==> config.mk <==
export PLATFORM = sky130hd
export DESIGN_NAME = comma_align
export DESIGN_NICKNAME = d
export VERILOG_FILES = /design/src/rtl/ca_pkg.sv /design/src/rtl/ca_scan.sv /design/src/rtl/ca_policy.sv /design/src/rtl/ca_select.sv /design/src/rtl/comma_align.sv
export SDC_FILE = /design/constraint.sdc
export NUM_CORES = 1
export LEC_CHECK = 0
export BUFFER_PORTS_ARGS = -buffer_cell sky130_fd_sc_hd__buf_4
export CAP_MARGIN = 0
export CORE_UTILIZATION = 40
export CTS_CLUSTER_SIZE = 30
export DETAILED_ROUTE_END_ITERATION = 12
export PLACE_DENSITY_LB_ADDON = 0.15
export SLEW_MARGIN = 20
export SYNTH_ARGS = -nofsm -noshare
export SYNTH_HDL_FRONTEND = slang
export SYNTH_SLANG_ARGS = --single-unit
==> constraint.sdc <==
create_clock -name clk -period 5.4 [get_ports clk]
set_input_delay 0.81 -clock clk [delete_from_list [all_inputs] [get_ports clk]]
set_output_delay 0.81 -clock clk [all_outputs]
set_load 0.1 [all_outputs]
==> src/rtl/ca_pkg.sv <==
package ca_pkg;
  localparam int CHAR_W = 10;
  localparam int COMMA_W = 7;

  localparam logic [1:0] PAT_COMMA = 2'b01;
  localparam logic [1:0] PAT_FULL  = 2'b10;

  typedef enum logic [1:0] {
    POL_IMM  = 2'b00,
    POL_PAIR = 2'b01,
    POL_QUAD = 2'b10,
    POL_RSV  = 2'b11
  } pol_e;

  // patterns stored with bit 0 = first bit received
  localparam logic [CHAR_W-1:0]  K_RDN = 10'b0101111100;
  localparam logic [CHAR_W-1:0]  K_RDP = 10'b1010000011;
  localparam logic [COMMA_W-1:0] C_RDN = 7'b1111100;
  localparam logic [COMMA_W-1:0] C_RDP = 7'b0000011;
endpackage

==> src/rtl/ca_scan.sv <==
module ca_scan #(
  parameter int W = 10
) (
  input  logic [2*W-1:0]         win,
  input  logic [1:0]             pat_sel,
  output logic                   hit,
  output logic [$clog2(W)-1:0]   hit_off
);
  import ca_pkg::*;
  localparam int OW = $clog2(W);

  logic use_full, use_comma;
  logic [W-1:0] match;

  assign use_full  = (pat_sel == PAT_FULL);
  assign use_comma = (pat_sel == PAT_COMMA);

  for (genvar k = 0; k < W; k++) begin : g_off
    logic [W-1:0] slice;
    assign slice = win[k +: W];
    assign match[k] = (use_full  && (slice == K_RDN || slice == K_RDP)) ||
                      (use_comma && (slice[COMMA_W-1:0] == C_RDN ||
                                     slice[COMMA_W-1:0] == C_RDP));
  end

  always_comb begin
    hit = |match;
    hit_off = '0;
    for (int k = W - 1; k >= 0; k--) begin
      if (match[k]) hit_off = OW'(k);
    end
  end

  always_comb begin
    if (!(use_full || use_comma)) a_r5_no_match_reserved: assert (match == '0);
  end
endmodule

==> src/rtl/ca_policy.sv <==
module ca_policy #(
  parameter int W = 10,
  parameter int PAIR_SPAN = 5,
  parameter int QUAD_RUN = 4
) (
  input  logic                 clk,
  input  logic                 rst_n,
  input  logic                 step,
  input  logic [1:0]           pol_sel,
  input  logic                 hit,
  input  logic [$clog2(W)-1:0] hit_off,
  output logic [$clog2(W)-1:0] off_q,
  output logic [$clog2(W)-1:0] eff_off,
  output logic                 chg,
  output logic                 drop
);
  import ca_pkg::*;
  localparam int OW = $clog2(W);
  localparam int AW = $clog2(PAIR_SPAN);
  localparam int HW = $clog2(QUAD_RUN + 1);
  localparam logic [AW-1:0] AGE_LAST = AW'(PAIR_SPAN - 2);
  localparam logic [HW-1:0] RUN_LAST = HW'(QUAD_RUN - 1);

  pol_e pol;
  assign pol = pol_e'(pol_sel);

  logic          cand_v, cand_v_n;
  logic [OW-1:0] cand_off, cand_off_n;
  logic [AW-1:0] age, age_n;
  logic [HW-1:0] run, run_n;
  logic          confirm;

  always_comb begin
    cand_v_n   = cand_v;
    cand_off_n = cand_off;
    age_n      = age;
    run_n      = run;
    confirm    = 1'b0;
    eff_off    = off_q;
    drop       = 1'b0;
    if (step) begin
      unique case (pol)
        POL_PAIR: begin
          if (hit) begin
            if (cand_v && hit_off == cand_off) begin
              confirm  = 1'b1;
              cand_v_n = 1'b0;
            end else begin
              cand_v_n   = 1'b1;
              cand_off_n = hit_off;
              age_n      = '0;
            end
          end else if (cand_v) begin
            if (age == AGE_LAST) cand_v_n = 1'b0;
            else                 age_n = age + 1'b1;
          end
        end
        POL_QUAD: begin
          if (hit) begin
            if (cand_v && hit_off == cand_off) begin
              if (run == RUN_LAST) begin
                confirm  = 1'b1;
                cand_v_n = 1'b0;
                run_n    = '0;
              end else begin
                run_n = run + 1'b1;
              end
            end else begin
              cand_v_n   = 1'b1;
              cand_off_n = hit_off;
              run_n      = HW'(1);
            end
          end else begin
            cand_v_n = 1'b0;
            run_n    = '0;
          end
        end
        default: begin
          if (hit && hit_off != off_q) begin
            eff_off = hit_off;
            drop    = 1'b1;
          end
        end
      endcase
      if (confirm) eff_off = cand_off;
    end
    chg = step && (eff_off != off_q);
  end

  always_ff @(posedge clk or negedge rst_n) begin
    if (!rst_n) begin
      off_q    <= '0;
      cand_v   <= 1'b0;
      cand_off <= '0;
      age      <= '0;
      run      <= '0;
    end else if (step) begin
      off_q    <= eff_off;
      cand_v   <= cand_v_n;
      cand_off <= cand_off_n;
      age      <= age_n;
      run      <= run_n;
    end
  end

  a_r6_offset_in_range: assert property (@(posedge clk) disable iff (!rst_n)
    off_q < OW'(W));
  a_r9_pair_age_bound: assert property (@(posedge clk) disable iff (!rst_n)
    (pol == POL_PAIR && cand_v) |-> age <= AGE_LAST);
  a_r10_quad_run_bound: assert property (@(posedge clk) disable iff (!rst_n)
    (pol == POL_QUAD) |-> run <= RUN_LAST);
endmodule

==> src/rtl/ca_select.sv <==
module ca_select #(
  parameter int W = 10
) (
  input  logic [2*W-1:0]       win,
  input  logic [$clog2(W)-1:0] off,
  output logic [W-1:0]         chr
);
  logic [2*W-1:0] shifted;
  assign shifted = win >> off;
  assign chr = shifted[W-1:0];
endmodule

==> src/rtl/comma_align.sv <==
module comma_align #(
  parameter int W = 10,
  parameter int PAIR_SPAN = 5,
  parameter int QUAD_RUN = 4
) (
  input  logic                 clk,
  input  logic                 rst_n,
  input  logic [1:0]           pat_sel,
  input  logic [1:0]           pol_sel,
  input  logic                 in_valid,
  output logic                 in_ready,
  input  logic [W-1:0]         in_data,
  output logic                 out_valid,
  input  logic                 out_ready,
  output logic [W-1:0]         out_data,
  output logic [$clog2(W)-1:0] cur_offset,
  output logic                 realign
);
  import ca_pkg::*;
  localparam int OW = $clog2(W);

  logic [W-1:0]   prev_q;
  logic [2*W-1:0] win;
  logic           accept;
  logic           hit, chg, drop;
  logic [OW-1:0]  hit_off, eff_off;
  logic [W-1:0]   chr;

  assign in_ready = !out_valid || out_ready;
  assign accept   = in_valid && in_ready;
  assign win      = {in_data, prev_q};

  ca_scan #(.W(W)) u_scan (
    .win(win), .pat_sel(pat_sel), .hit(hit), .hit_off(hit_off)
  );

  ca_policy #(.W(W), .PAIR_SPAN(PAIR_SPAN), .QUAD_RUN(QUAD_RUN)) u_policy (
    .clk(clk), .rst_n(rst_n), .step(accept), .pol_sel(pol_sel),
    .hit(hit), .hit_off(hit_off), .off_q(cur_offset),
    .eff_off(eff_off), .chg(chg), .drop(drop)
  );

  ca_select #(.W(W)) u_sel (.win(win), .off(eff_off), .chr(chr));

  always_ff @(posedge clk or negedge rst_n) begin
    if (!rst_n) begin
      prev_q    <= '0;
      out_data  <= '0;
      out_valid <= 1'b0;
      realign   <= 1'b0;
    end else begin
      realign <= chg;
      if (accept) begin
        prev_q    <= in_data;
        out_data  <= chr;
        out_valid <= !drop;
      end else if (out_ready) begin
        out_valid <= 1'b0;
      end
    end
  end

  a_r2_hold_on_stall: assert property (@(posedge clk) disable iff (!rst_n)
    (out_valid && !out_ready) |=> (out_valid && $stable(out_data) && $stable(cur_offset)));
  a_r12_pulse_means_change: assert property (@(posedge clk) disable iff (!rst_n)
    realign |-> cur_offset != $past(cur_offset));
  a_r12_no_pulse_no_change: assert property (@(posedge clk) disable iff (!rst_n)
    !realign |-> $stable(cur_offset));
  a_r11_confirm_keeps_valid: assert property (@(posedge clk) disable iff (!rst_n)
    (accept && (pol_sel == POL_PAIR || pol_sel == POL_QUAD)) |=> out_valid);
  a_r7_immediate_gap: assert property (@(posedge clk) disable iff (!rst_n)
    (realign && (pol_sel == POL_IMM || pol_sel == POL_RSV)) |-> !out_valid);
  a_r5_reserved_quiet: assert property (@(posedge clk) disable iff (!rst_n)
    (pat_sel == 2'b00 || pat_sel == 2'b11) |-> !realign);
endmodule

Word-level counts from Yosys, hierarchy flattened
Cells that the tools add are included.
W data, S select, Z words.
{ "totals": {"ff_bits": 37, "inputBits": 18, "output_inout_bits": 17, "wordCells": 172} }
{ "op_classes": {"addsub": 2, "n_eq_ne": 52, "shifts": 1, "muxes": 41, "n_bitwise": 1, "reduce_logical": 66} }
{ "op_table": {"columns": ["op", "count"], "rows": [
  ["$eq A10 B10 Y1 const B", 10],
  ["$eq A10 B9 Y1 const B", 10],
  ["$eq A7 B2 Y1 const B", 10],
  ["$eq A7 B7 Y1 const B", 10],
  ["$mux W4", 14],
  ["$logic_or A1 B1 Y1", 31],
  ["$logic_and A1 B1 Y1", 24],
  ["$mux W3", 7],
  ["$shr A20 B4 Y10", 1],
  ["$mux W1", 18],
  ["$reduce_or A10 Y1", 1],
  ["$ne A4 B4 Y1", 2],
  ["$add A3 B1 Y3 const B", 2],
  ["$eq A3 B2 Y1 const B", 2],
  ["$reduce_bool A2 Y1", 3],
  ["$reduce_and A5 Y1", 1],
  ["$eq A2 B1 Y1 const B", 2],
  ["$eq A2 B2 Y1 const B", 2],
  ["$eq A4 B4 Y1", 1],
  ["$ne A4 B4 Y1 const B", 1],
  ["$pmux W1 S2", 2],
  ["$reduce_and A4 Y1", 1],
  ["$reduce_and A3 Y1", 1],
  ["$logic_not A1 Y1", 2],
  ["other kinds (5)", 5]
]} }

Longest topological paths before layout
{ "depth": {"depth_word": 24, "depth_mapped": 18, "mapped_depth_nobuf": 14} }

Cells and area by module
Synthesis repeated with hierarchy kept, for this count alone.
{ "hier_totals": {"hier_cells": 360, "hier_area_um2": 3634.7} }
{ "by_module_without_submodules": {"columns": ["module", "n_inst", "cells_per_inst", "area_each_um2", "seq_area_each_um2"], "rows": [
  ["ca_policy", 1, 111, 1037.2, 375.4],
  ["comma_align", 1, 49, 907.1, 550.5],
  ["ca_select", 1, 72, 868.3, 0.0],
  ["ca_scan", 1, 128, 822.0, 0.0]
]} }

Worst setup path before layout
No wires, ideal clock.
{ "synth_path": {"kind": "input to register", "startpoint": "input in_data[2]", "endpoint": "register out_data[2]", "setup_ns": 0.138, "arrival_time_ns": 4.725, "required_time_ns": 5.262, "setup_slack_ns": 0.537, "cell_stages": 16, "n_path_buf": 3, "path_cell_list": "buf_6 -> or4_4 -> a2111o_1 -> and2_4 -> a22o_1 -> or2_1 -> o21ai_1 -> or4b_4 -> or2_4 -> a311oi_4 -> buf_8 -> buf_4 -> mux2i_1 -> mux2i_1 -> a222oi_1 -> o21ai_0"} }
{ "synth_via": {"elab_chain_len": 23, "elab_cells_between_ends": 77, "classes_between": "eq/ne: 24; shift: 1; mux: 20; reduce/logical: 32"} }
{ "synth_rtl": {"columns": ["item", "line_no", "text"], "rows": [
  ["start, declared", "comma_align.sv:12", "input logic [W-1:0] in_data,"],
  ["$eq A10 B9 Y1, or another cell as far along", "ca_scan.sv:21", "assign match[k] = (use_full && (slice == K_RDN || slice == K_RDP)) ||"],
  ["$logic_or A1 B1 Y1 (on tied branches)", "ca_scan.sv:21, ca_scan.sv:22", null],
  ["$logic_and A1 B1 Y1 (on tied branches)", "ca_scan.sv:21, ca_scan.sv:22", null],
  ["$logic_or A1 B1 Y1", "ca_scan.sv:21", null],
  ["$mux W4 (10 in a row)", "ca_scan.sv:30", "if (match[k]) hit_off = OW'(k);"],
  ["$eq A4 B4 Y1", "ca_policy.sv:45, ca_policy.sv:60", null],
  ["$logic_and A1 B1 Y1", "ca_policy.sv:45, ca_policy.sv:60", null],
  ["$mux W1 (on tied branches)", "ca_policy.sv:60, ca_policy.sv:45", null],
  ["$mux W1 (on tied branches)", "ca_policy.sv:59, ca_policy.sv:44", null],
  ["$pmux W1 S2", "ca_policy.sv:42", "unique case (pol)"],
  ["$mux W1", "ca_policy.sv:41", "if (step) begin"],
  ["$mux W4", "ca_policy.sv:85", "if (confirm) eff_off = cand_off;"],
  ["$mux W4", "ca_policy.sv:41", null],
  ["$shr A20 B4 Y10 *", "ca_select.sv:9", "assign shifted = win >> off;"],
  ["end signal, assigned", "comma_align.sv:55", "out_data <= chr;"],
  ["end, declared", "comma_align.sv:15", "output logic [W-1:0] out_data,"]
]} }
Mark *: on every way between the ends. The rest lies on a longest branch, timed or not. The select of a mux whose other input is x is not followed.
A chain may end at the register's enable or synchronous reset.

Worst setup path in the final report
{ "layout_path": {"startpoint": "input in_data[0]", "endpoint": "register out_data[5]"} }
The elaborated chain is that of the path after synthesis.

==> flow_metrics.tcl <==
set metrics [dict create \
    wirelength_um 10200 \
    post_cts_buffers 0 \
    tightest_slew_ns 0.930 \
    clk_pin_slew_ns 0.08 \
    synthArstFlopShare 1.00 \
    skew_ns 0.00959 \
    insertedDiodeCount 0 \
    final_core_util 0.472 \
    fp.dieH_um 95.4 \
    r2r_cells 14 \
    vias 3427 \
    coreArea_um2 8340 \
    grt_setup_unrepaired "no" \
    synthesis.nets 441 \
    setup_viol 0 \
    power.density_nw_per_um2 385 \
    ctsResizeCount 0 \
    status "completed" \
    numCtsBuffers 5 \
    max_freq_mhz 203 \
    cp.required_ns 5.57 \
    drt_pass1_iterations 5 \
    holdWs_ns 0.472 \
    finalHoldViolCount 0 \
    drt.antenna.violating_nets 0 \
    via_per_inst 6.28 \
    port_buffers 34 \
    cts_max_level 2 \
    wire_per_inst_um 18.6 \
    drive_gt1_frac 0.168 \
    peakVddDrop_uv 487 \
    p_leak_nw 1.73 \
    synth_area_um2 3490 \
    min_period_ns 4.93 \
    fillers 834 \
    cp-end-kind "register" \
    grt_pass1_vias 3249 \
    dieArea_um2 9100 \
    antenna_found_initial 0 \
    grt_max_degree 38 \
    maxSlewViolCount 0 \
    drc 0 \
    cap_violations 0 \
    crit_arrival_ns 5.10 \
    synthFlopType "dfrtp_1" \
    dp_slack_ns 0.176 \
    clock_latency_ns 0.30 \
    hp-class "input pin to async pin" \
    syn-instance-count 418 \
    drt-initial-drc-count 251 \
    layout_setup_ws_ns 0.473 \
    seq_area_frac_synth 0.266 \
    fin_tns_setup_ns 0 \
    period_share 0.912 \
    start_kind "input pin" \
    synth.distinct_cells 74 \
    hold_buffers 0 \
    initial_core_util 0.418 \
    ys_seq_elements 37 \
    synth_edf_count 0 \
    overflow 0 \
    die_x_um 95.4 \
    fin_nets 463 \
    clk_root_buffer_cell "clkbuf_8" \
    grt.total_usage 0.241 \
    cts_buffer_depth 2 \
    rows 33 \
    relSlewSlack 0.378 \
    hpwlAfterDp_um 7360 \
    syn_to_final_growth_pct 13.0 \
    place.gp.congestion 0.846 \
    grt_pass1_wl_um 16900 \
    multi_input_area_um2 2350 \
    clkSinkCount 37 \
    yosys_warnings 0 \
    critPathKind "input pin to register" \
    regArea_um2 926 \
    synth.avg_cell_area_um2 8.34 \
    cts_tree "built" \
    critPathMaxFanout 22 \
    num_io_pins 35 \
]
-- critical path, stage by stage --
cell	delay, ns
buf_4	0.17
or3b_2	0.45
a2111oi_1	0.51
o21ai_1	0.20
nand3_1	0.21
a21o_1	0.19
nor3_1	0.07
or4b_4	0.58
or2_4	0.34
a311oi_4	0.35
buf_12	0.23
mux2i_1	0.38
mux2i_1	0.17
a222oi_1	0.27
o21ai_0	0.14
-- placed cells by master (no fill, tap or decap), drive strengths merged, types with 5 or more instances in the layout --
cell type   n
ha          5
nand4       5
nand2      62
o22ai       5
buf        45
mux2i      48
and2        5
nand3       6
nor3       13
a21oi       8
a211oi      6
nand2b      8
nor4b       5
dfrtp      37
clkbuf      6
a222oi      5
mux2        6
nor2       27
inv        17
o21ai      20
nor2b       6
and3        5
-- synthesized netlist by cell type, types with 3 or more instances --
library cell / count / area [um2]
buf_2: 9 / 45.0
nor2_1: 27 / 101
a21o_1: 4 / 30.0
inv_1: 16 / 60.1
nand3b_1: 4 / 30.0
mux2i_1: 48 / 480
a21oi_1: 8 / 40.0
o21a_1: 3 / 22.5
a211o_1: 3 / 26.3
or3b_2: 3 / 26.3
nor2b_1: 5 / 31.3
clkbuf_1: 14 / 52.6
nor4b_1: 5 / 43.8
a32o_1: 3 / 30.0
ha_1: 5 / 62.6
o21ai_0: 17 / 85.1
o221ai_1: 3 / 26.3
dfrtp_1: 37 / 926
nand4b_1: 3 / 26.3
o22ai_1: 5 / 31.3
a31oi_1: 4 / 25.0
o31ai_1: 3 / 22.5
a22o_1: 3 / 26.3
mux2_2: 6 / 67.6
nor3b_1: 4 / 30.0
a222oi_1: 5 / 50.1
nand4_1: 5 / 31.3
nand3_1: 6 / 30.0
nand2b_1: 8 / 50.1
o32ai_1: 3 / 26.3
and2_1: 4 / 25.0
nor4_1: 4 / 25.0
nand2_1: 62 / 233
nor3_1: 13 / 65.1
buf_1: 3 / 11.3
and4_1: 3 / 26.3
a211oi_1: 6 / 45.0
o21ai_1: 3 / 15.0
and3_1: 5 / 31.3
-- final timing paths --
check                                    end            start  slack, ns
max                              out_data[5]       in_data[0]       0.47
min                                prev_q[7]            rst_n       0.47
max reg2reg                      out_data[5]        prev_q[6]       0.49
min reg2reg                  u_policy.run[2]  u_policy.run[2]       0.48
max in group asynchronous  u_policy.off_q[1]            rst_n       4.56
min in group clk             u_policy.run[2]  u_policy.run[2]       0.48
-- metrics by stage --
step,instance area [um2],power [mW],instances
after detailed placement,3820,1.26,538
after global routing,3940,1.59,546
after global placement,3820,1.25,538
after CTS,3940,1.52,546
after floorplan,3490,1.06,418
final,3940,1.52,546
-- report_power, final --
| group | switching (mW) | total [mW] | internal [mW] |
|---|---|---|---|
| Combinational | 0.590 | 0.825 | 0.234 |
| Clock | 0.112 | 0.262 | 0.150 |
| Sequential | 0.0842 | 0.431 | 0.347 |
| Total | 0.786 | 1.52 | 0.731 |
-- cells by family (layout without fill, tap and decap cells) --
kind of cell,Yosys count,count (layout),share of synthesized area
muxes,55,55,0.164
AOI/OAI and AO/OA,97,97,0.216
adders and majority gates,5,5,0.0179
DFF,37,37,0.266
and+or+nand+nor,177,177,0.276
buffers and inverters,47,70,0.0614
-- final cells by class --
| type | count | share of cell area |
|---|---|---|
| well taps | 105 | 0.0334 |
| clock inverters | 2 | 0.00953 |
| multi-input cells | 334 | 0.596 |
| inverters | 17 | 0.0162 |
| clock buffers | 6 | 0.0210 |
| repair buffers | 45 | 0.0889 |
| flip-flops and latches | 37 | 0.235 |
-- layer usage --
metal	routed length, um	global-route usage
met1	4860	0.342
met2	4600	0.378
met3	534	0.0319
met4	159	0.0734
met5	0	0
-- state kept, by name (all words and copies together) (netlist names) --
name / cells
u_policy.run: 3
out_valid: 1
realign: 1
u_policy.age: 3
out_data: 10
u_policy.cand_off: 4
u_policy.off_q: 4
prev_q: 10
u_policy.cand_v: 1
Note: power is estimated with default switching activity, not from simulation.
